File: src/rtl/field_parity_det.sv
`timescale 1ns/1ps
module field_parity_det #(
  parameter int CNT_W       = 12,
  parameter int GUARD_SHIFT = 4,
  parameter bit HS_RISE     = 1'b1,
  parameter bit VS_RISE     = 1'b1
) (
  input  logic clk,
  input  logic rst_n,
  input  logic hsync_in,
  input  logic vsync_in,
  input  logic force_low,
  input  logic auto_text,
  input  logic field_flip,
  input  logic video_on,
  output logic frame_out,
  output logic field_odd
);

  localparam logic HS_INV = ~HS_RISE;
  localparam logic VS_INV = ~VS_RISE;
  localparam logic [CNT_W-1:0] POS_MAX = '1;

  logic [2:0] hs_sr, vs_sr;
  logic       hs_edge, vs_edge;
  logic [CNT_W-1:0] pos, line_len, vpos;
  logic [CNT_W:0]   len_x, vpos_x, half_x, g_x;
  logic       near_start, near_mid, ambig, pos_odd;
  logic       odd_q;

  always_ff @(posedge clk or negedge rst_n)
    if (!rst_n) begin
      hs_sr <= '0;
      vs_sr <= '0;
    end else begin
      hs_sr <= {hs_sr[1:0], hsync_in ^ HS_INV};
      vs_sr <= {vs_sr[1:0], vsync_in ^ VS_INV};
    end

  assign hs_edge = hs_sr[1] & ~hs_sr[2];
  assign vs_edge = vs_sr[1] & ~vs_sr[2];

  always_ff @(posedge clk or negedge rst_n)
    if (!rst_n) begin
      pos      <= '0;
      line_len <= '0;
    end else if (hs_edge) begin
      pos      <= {{(CNT_W-1){1'b0}}, 1'b1};
      line_len <= pos;
    end else if (pos != POS_MAX) begin
      pos <= pos + 1'b1;
    end

  assign vpos   = hs_edge ? '0 : pos;
  assign len_x  = {1'b0, line_len};
  assign vpos_x = {1'b0, vpos};
  assign half_x = len_x >> 1;
  assign g_x    = len_x >> GUARD_SHIFT;

  assign near_start = (vpos_x < g_x) || (vpos_x + g_x >= len_x);
  assign near_mid   = (vpos_x + g_x > half_x) && (vpos_x < half_x + g_x);
  assign ambig      = (line_len == '0) || near_start || near_mid;
  assign pos_odd    = vpos_x >= half_x;

  always_ff @(posedge clk or negedge rst_n)
    if (!rst_n)       odd_q <= 1'b0;
    else if (vs_edge) odd_q <= ambig ? ~odd_q : pos_odd;

  assign frame_out = odd_q & ~force_low & ~(auto_text & video_on);
  assign field_odd = odd_q ^ field_flip;


  parity_hold_chk: assert property (@(posedge clk) disable iff (!rst_n)
    !vs_edge |=> $stable(odd_q));


  ambig_toggle_chk: assert property (@(posedge clk) disable iff (!rst_n)
    (vs_edge && ambig) |=> (odd_q != $past(odd_q)));


  pos_restart_chk: assert property (@(posedge clk) disable iff (!rst_n)
    hs_edge |=> (pos == {{(CNT_W-1){1'b0}}, 1'b1}));


  force_low_chk: assert property (@(posedge clk) disable iff (!rst_n)
    force_low |-> !frame_out);


  flip_frame_chk: assert property (@(posedge clk) disable iff (!rst_n)
    frame_out |-> (field_odd != field_flip));


  trail_edge_chk: assert property (@(posedge clk) disable iff (!rst_n)
    $fell(vs_sr[2]) |=> $stable(odd_q));

endmodule

File: config.mk
export PLATFORM = sky130hd
export DESIGN_NAME = field_parity_det
export DESIGN_NICKNAME = d
export VERILOG_FILES = /design/src/rtl/field_parity_det.sv
export SDC_FILE = /design/constraint.sdc
export NUM_CORES = 1
export LEC_CHECK = 0
export BUFFER_PORTS_ARGS = -buffer_cell sky130_fd_sc_hd__buf_2
export CORE_MARGIN = 5
export CORE_UTILIZATION = 30
export CTS_BUF_LIST = sky130_fd_sc_hd__clkbuf_8
export DETAILED_ROUTE_END_ITERATION = 10
export GPL_ROUTABILITY_DRIVEN = 0
export PLACE_DENSITY = 0.53
export SLEW_MARGIN = 20
export SYNTH_ARGS = -nofsm -noshare
export SYNTH_HDL_FRONTEND = slang
export SYNTH_SLANG_ARGS = --single-unit
File: constraint.sdc
create_clock -name clk -period 8.4 [get_ports clk]
set_input_delay 0.84 -clock clk [delete_from_list [all_inputs] [get_ports clk]]
set_output_delay 0.84 -clock clk [all_outputs]
set_load 0.05 [all_outputs]
After elaboration in Yosys (flattened, before gate mapping)

Index checks and enable logic that the tools add are counted.

Flip-flop bits (word level): 31
Latch bits: 0
Bits in writable memories: 0
Bits in read-only memories: 0
Bits of input ports: 8
Output and inout bits: 2
Word-level logic and storage cells: 35
Memories kept: 0

Add/sub/neg operators: 3
Multiply operators: 0
Divide/modulo/power cells: 0
$lt $le $gt $ge: 5
Equal/unequal tests: 1
Shift-type cells: 0
Multiplexer cells: 4
Bitwise logic cells: 11
Reductions and logical operators: 6

Operators with widths:

| cell                    | count |
|---|---|
| $mux W12                | 3 |
| $add A12 B8 Y13         | 1 |
| $ge A13 B12 Y1          | 1 |
| $gt A13 B11 Y1          | 1 |
| $add A11 B8 Y12         | 1 |
| $add A12 B1 Y12 const B | 1 |
| $ge A12 B11 Y1          | 1 |
| $logic_not A12 Y1       | 1 |
| $lt A12 B12 Y1          | 1 |
| $lt A12 B8 Y1           | 1 |
| $ne A12 B12 Y1 const B  | 1 |
| $and A1 B1 Y1           | 5 |
| $not A1 Y1              | 5 |
| $logic_or A1 B1 Y1      | 3 |
| $reduce_bool A2 Y1      | 1 |
| $logic_and A1 B1 Y1     | 1 |
| $mux W1                 | 1 |
| $xor A1 B1 Y1           | 1 |

Longest topological paths before layout

Word-level depth: 9
Gate-level depth with buffers: 21
Mapped depth without buffers: 20

Worst setup path after synthesis

Ideal clock, no wire load.

Path kind: reg-to-reg
Start: register hs_sr[2]
End: register odd_q
Setup time: 0.104 ns
Arrival time: 3.907 ns
Required time: 8.296 ns
Setup slack: 4.390 ns
Stages on the path, launching flop included: 20
Path buffers: 1
Period minus slack after synthesis: 4.010 ns
Cell sequence: dfrtp_1 > nand2b_4 > buf_4 > and2_1 > xnor2_1 > ha_1 > a31oi_2 > o21ai_0 > a31o_2 > nor3_1 > xnor2_1 > ha_1 > a21o_1 > a21o_1 > a2111oi_0 > o31ai_1 > a21oi_1 > mux2i_1 > a2111o_1 > o311ai_1

Cells in the longest elaborated chain, start to end: 9
Elaborated cells on any way between the ends: 14
Classes of those cells: add/sub (1); order compare (5); mux (2); bitwise (2); reduce/logical (4)

Ends and longest elaborated chain:

| item                            | line   | source |
|---|---|---|
| start: declaration              | 24     | `logic [2:0] hs_sr, vs_sr;` |
| start signal: assignment        | 36     | `hs_sr <= {hs_sr[1:0], hsync_in ^ HS_INV};` |
| $not A1 Y1 (*)                  | 40     | `assign hs_edge = hs_sr[1] & ~hs_sr[2];` |
| $and A1 B1 Y1 (*)               | 40     |  |
| $mux W12 (*)                    | 54     | `assign vpos = hs_edge ? '0 : pos;` |
| $add A12 B8 Y13                 | 60, 61 |  |
| $ge A13 B12 Y1                  | 60     | `assign near_start = (vpos_x < g_x) \|\| (vpos_x + g_x >= len_x);` |
| $logic_or A1 B1 Y1              | 60     |  |
| $logic_or A1 B1 Y1 (2 in a row) | 62     | `assign ambig = (line_len == '0) \|\| near_start \|\| near_mid;` |
| $mux W1 (*)                     | 67     | `else if (vs_edge) odd_q <= ambig ? ~odd_q : pos_odd;` |
| end signal: assignment          | 67     |  |
| end: declaration                | 29     | `logic odd_q;` |

Every way passes the cells marked *; elsewhere a longest branch is shown, timed or not.
A chain may end at the register's enable or synchronous reset.

Worst setup path after layout

Start: register line_len[5]
End: register odd_q

Cells in the longest elaborated chain, start to end: 6
Elaborated cells on any way between the ends: 13
Classes of those cells: add/sub (2); order compare (5); mux (1); reduce/logical (5)

Ends and longest elaborated chain:

| item                            | line   | source |
|---|---|---|
| start: declaration              | 26     | `logic [CNT_W-1:0] pos, line_len, vpos;` |
| start signal: assignment        | 49     | `line_len <= pos;` |
| $add A12 B8 Y13                 | 60, 61 |  |
| $ge A13 B12 Y1                  | 60     |  |
| $logic_or A1 B1 Y1              | 60     |  |
| $logic_or A1 B1 Y1 (2 in a row) | 62     |  |
| $mux W1 (*)                     | 67     |  |

Marks and branches as above.

==> flow_summary.html <==
<table>
<tr><th>Metric</th><th>Value</th></tr>
<tr><th colspan="2">Run status</th></tr>
<tr><td>Status</td><td>finished clean</td></tr>
<tr><th colspan="2">Clock tree</th></tr>
<tr><td>CTS Buffer Depth</td><td>2</td></tr>
<tr><td>Clock Latency Late Sink</td><td>slightly below 300 ps</td></tr>
<tr><td>Number of levels in the clock H-tree</td><td>2</td></tr>
<tr><td>Cts bufs inserted</td><td>5</td></tr>
<tr><td>CTS Hold Buffers Added</td><td>0</td></tr>
<tr><td>Post-CTS clock slew at the launch and capture registers of the worst setup and hold paths</td><td>around 80 ps</td></tr>
<tr><td>CTS root buf</td><td>sky130_fd_sc_hd__clkbuf_8</td></tr>
<tr><td>Post-CTS setup buffer count</td><td>0</td></tr>
<tr><td>CTS tree</td><td>yes</td></tr>
<tr><td>CTS Sinks</td><td>31</td></tr>
<tr><td>Number of gates resized after cts</td><td>0</td></tr>
<tr><th colspan="2">Logic synthesis</th></tr>
<tr><td>Most common cell in the synthesized netlist</td><td>sky130_fd_sc_hd__ha_1</td></tr>
<tr><td>Count of cell types in the netlist</td><td>71</td></tr>
<tr><td>Post-Synthesis Cell Area</td><td>3610 um^2</td></tr>
<tr><td>Synthesized area per cell</td><td>8.34 um^2</td></tr>
<tr><td>Sequential fraction of the synthesis area</td><td>21.5%</td></tr>
<tr><td>Most area-hungry cell type in the Yosys netlist</td><td>sky130_fd_sc_hd__dfrtp_1</td></tr>
<tr><td>Most frequently used flop master after synthesis</td><td>sky130_fd_sc_hd__dfrtp_1</td></tr>
<tr><td>Count of flip-flops with a built-in enable after synthesis</td><td>0</td></tr>
<tr><td>Post-synth ARST share</td><td>100%</td></tr>
<tr><td>Count of mapped cells out of synthesis</td><td>between 400 and 500</td></tr>
<tr><td>Count of warnings emitted by yosys</td><td>0</td></tr>
<tr><td>Most common library cells after synthesis</td><td>sky130_fd_sc_hd__ha_1, sky130_fd_sc_hd__nand2_1, sky130_fd_sc_hd__dfrtp_1, sky130_fd_sc_hd__o21ai_0, sky130_fd_sc_hd__a21oi_1</td></tr>
<tr><td>Top cells by area, synth</td><td>sky130_fd_sc_hd__dfrtp_1, sky130_fd_sc_hd__ha_1, sky130_fd_sc_hd__xnor2_1</td></tr>
<tr><td>Synthesized net count</td><td>around 500</td></tr>
<tr><td>Top-area cell type share of the netlist area</td><td>between 20% and 30%</td></tr>
<tr><td>Yosys reg bits</td><td>31</td></tr>
<tr><th colspan="2">Route</th></tr>
<tr><td>Antenna-violating nets left</td><td>0</td></tr>
<tr><td>Violation count after the first detailed-route iteration</td><td>between 200 and 300</td></tr>
<tr><td>Detailed-route via count</td><td>~3200</td></tr>
<tr><td>DR DRC count</td><td>0</td></tr>
<tr><td>Via density per instance</td><td>5.54</td></tr>
<tr><td>Per-cell routed wire length</td><td>approximately 17 um</td></tr>
<tr><td>Detailed Route WL</td><td>9.61 mm</td></tr>
<tr><td>Number of iterations in the first detailed-routing pass</td><td>4</td></tr>
<tr><th colspan="2">Cells and area</th></tr>
<tr><td>Antenna fix cells</td><td>0</td></tr>
<tr><td>Area added between synthesis and finish</td><td>5.96%</td></tr>
<tr><td>Final standard cell count with taps included and fillers excluded</td><td>~580</td></tr>
<tr><td>Ratio of cells with drive above 1 in the final layout</td><td>around 8.2%</td></tr>
<tr><td>Count of nets after finishing</td><td>around 500</td></tr>
<tr><th colspan="2">Floorplanning</th></tr>
<tr><td>Horiz. Die Dim</td><td>120 um</td></tr>
<tr><td>Total number of placement rows</td><td>40</td></tr>
<tr><td>Die Area</td><td>around 14000 um^2</td></tr>
<tr><td>Effective utilization at floorplan</td><td>a little over 30%</td></tr>
<tr><td>Vertical extent of the die</td><td>120 um</td></tr>
<tr><td>Number of top-level pins</td><td>10</td></tr>
<tr><td>Core footprint</td><td>between 10000 and 15000 um^2</td></tr>
<tr><th colspan="2">Global route</th></tr>
<tr><td>Initial antenna violation count</td><td>0</td></tr>
<tr><td>Via count of the first global-routing pass</td><td>3249</td></tr>
<tr><td>Overflow left after global routing</td><td>0</td></tr>
<tr><td>Largest net degree at the start of global routing</td><td>46</td></tr>
<tr><td>Total global-route track usage</td><td>between 10% and 20%</td></tr>
<tr><td>First-pass GRT wire length</td><td>16.4 mm</td></tr>
<tr><th colspan="2">Timing</th></tr>
<tr><td>Hold Slack</td><td>353 ps</td></tr>
<tr><td>Max transition margin</td><td>38.6%</td></tr>
<tr><td>Post-layout min period</td><td>4570 ps</td></tr>
<tr><td>Final setup violation count</td><td>0</td></tr>
<tr><td>Setup repair after global routing missed its margin</td><td>false</td></tr>
<tr><td>Transition at the pin with the smallest max-transition slack</td><td>approximately 900 ps</td></tr>
<tr><td>Total negative setup slack</td><td>0 ps</td></tr>
<tr><td>Highest clock rate</td><td>approximately 220 MHz</td></tr>
<tr><td>Final clock period utilization by the worst path</td><td>~54%</td></tr>
<tr><td>Number of max-slew violations in the final report</td><td>0</td></tr>
<tr><td>Endpoints failing hold</td><td>0</td></tr>
<tr><td>Fin Clk Skew</td><td>around 11 ps</td></tr>
<tr><th colspan="2">Critical path</th></tr>
<tr><td>Depth of the most critical reg-to-reg path</td><td>18</td></tr>
<tr><td>Kind of end point of the critical path</td><td>register</td></tr>
<tr><td>Required @ worst endpoint</td><td>approximately 8600 ps</td></tr>
<tr><td>Largest fanout on the critical path</td><td>14</td></tr>
<tr><td>Data arrival time of the critical path</td><td>~4800 ps</td></tr>
<tr><td>Critical Setup Path Class</td><td>register to register</td></tr>
<tr><td>CP startpoint kind</td><td>register</td></tr>
<tr><th colspan="2">Power</th></tr>
<tr><td>Static leakage power</td><td>about 1.7 nW</td></tr>
<tr><td>Total power density per cell area</td><td>between 150 and 200 nW/um^2</td></tr>
<tr><td>Post-route total power</td><td>between 0.7 and 0.8 mW</td></tr>
<tr><td>Maximum vdd drop</td><td>roughly 0.12 mV</td></tr>
<tr><th colspan="2">Worst hold path</th></tr>
<tr><td>Worst min-delay path category</td><td>register to register</td></tr>
<tr><td>Worst hold path cell count</td><td>0</td></tr>
<tr><th colspan="2">Run</th></tr>
<tr><td>Max capacitance violation total</td><td>0</td></tr>
<tr><th colspan="2">Place</th></tr>
<tr><td>Final HPWL from detailed placement</td><td>approximately 7.3 mm</td></tr>
<tr><td>Count of input and output buffers</td><td>9</td></tr>
<tr><td>Cell Count Post-Placement</td><td>~570</td></tr>
</table>
cell usage in the layout (no fill, tap or decap), types with 4 or more instances in the layout:
cell type and count:
sky130_fd_sc_hd__a21o_1 11, sky130_fd_sc_hd__and3_1 6, sky130_fd_sc_hd__ha_1 54, sky130_fd_sc_hd__nand2b_1 4, sky130_fd_sc_hd__nor2b_1 5, sky130_fd_sc_hd__or3_1 4
sky130_fd_sc_hd__o21a_1 4, sky130_fd_sc_hd__nor3_1 10, sky130_fd_sc_hd__o21ai_0 28, sky130_fd_sc_hd__and2_1 7, sky130_fd_sc_hd__xor2_1 8, sky130_fd_sc_hd__nand2_1 40
sky130_fd_sc_hd__inv_1 25, sky130_fd_sc_hd__buf_2 9, sky130_fd_sc_hd__clkbuf_8 6, sky130_fd_sc_hd__nand3_1 14, sky130_fd_sc_hd__o2111ai_1 4, sky130_fd_sc_hd__a211oi_1 7
sky130_fd_sc_hd__dfrtp_1 31, sky130_fd_sc_hd__o211ai_1 6, sky130_fd_sc_hd__nor4_1 5, sky130_fd_sc_hd__o31ai_1 6, sky130_fd_sc_hd__nor2_1 18, sky130_fd_sc_hd__nand4_1 6
sky130_fd_sc_hd__xnor2_1 24, sky130_fd_sc_hd__a21oi_1 27
sequential cells by signal (all words and copies together), names as in the netlist:
signal    flops
hs_sr         3
line_len     12
odd_q         1
pos          12
vs_sr         3
power breakdown:
group          leakage [nW]  switching (mW)  internal [mW]
logic                  1.28           0.191          0.150
registers             0.406          0.0524          0.168
clock network        0.0612          0.0602         0.0960
total                  1.75           0.304          0.413
stage by stage:
step / cell area (um^2) / setup slack, ps / utilization (%)
6_report: 3830 / 3830 / 32.1
5_1_grt: 3830 / 3250 / 32.1
4_1_cts: 3830 / 3860 / 32.1
3_5_place_dp: 3710 / 3880 / 31.1
3_3_place_gp: 3710 / 3990 / 31.1
2_1_floorplan: 3610 / 4390 / -
area by class of cell:
cell class | instances | area, um^2
clock buffers | 6 | 82.6
flip-flops and latches | 31 | 776
repair buffers | 10 | 52.6
well taps | 147 | 184
fillers | 1256 | 8080
multi-input cells | 352 | 2600
inverters | 27 | 101
clock inverters | 2 | 35.0
logic make-up (layout without fill, tap and decap cells):
group	Yosys count	in the layout	synth area share, %
AOI/OAI and AO/OA	129	129	24.8
xor gates and xnor gates	32	32	7.76
adders and majority gates	59	59	20.4
buffers and inverters	50	45	6.65
DFF	31	31	21.5
muxes	2	2	0.554
and+or+nand+nor	130	130	18.4
path summary, 6_finish.rpt:
path	start	end	slack, ps
max	line_len[5]	odd_q	3830
min reg2reg	vs_sr[0]	vs_sr[1]	350
max reg2reg	line_len[5]	odd_q	3830
max in group asynchronous	rst_n	pos[4]	7310
min	vs_sr[0]	vs_sr[1]	350
min in group asynchronous	rst_n	line_len[6]	610
worst max-delay path: stages, from the launching register on:
cell and delay (ps):
sky130_fd_sc_hd__dfrtp_1 700, sky130_fd_sc_hd__inv_2 200, sky130_fd_sc_hd__xnor2_1 220, sky130_fd_sc_hd__ha_1 280, sky130_fd_sc_hd__nor3_1 70, sky130_fd_sc_hd__o22ai_1 150
sky130_fd_sc_hd__o31ai_1 110, sky130_fd_sc_hd__a211oi_1 400, sky130_fd_sc_hd__nor3_1 120, sky130_fd_sc_hd__xnor2_1 220, sky130_fd_sc_hd__ha_1 290, sky130_fd_sc_hd__a21o_1 160
sky130_fd_sc_hd__a21o_1 180, sky130_fd_sc_hd__a2111oi_0 440, sky130_fd_sc_hd__o31ai_1 170, sky130_fd_sc_hd__a21oi_1 190, sky130_fd_sc_hd__mux2i_1 110, sky130_fd_sc_hd__a2111o_1 380
sky130_fd_sc_hd__o311ai_1 90
per-layer routing:
metal / vias to the layer above / wire length [um] / GRT usage (%)
li1: 1587 / - / -
met2: 51 / 4430 / 22.9
met4: 0 / 217 / 4.01
met1: 1535 / 4630 / 19.7
met3: 15 / 335 / 1.46
met5: - / 0 / 0
No activity file was read; power rests on OpenSTA's default activity.
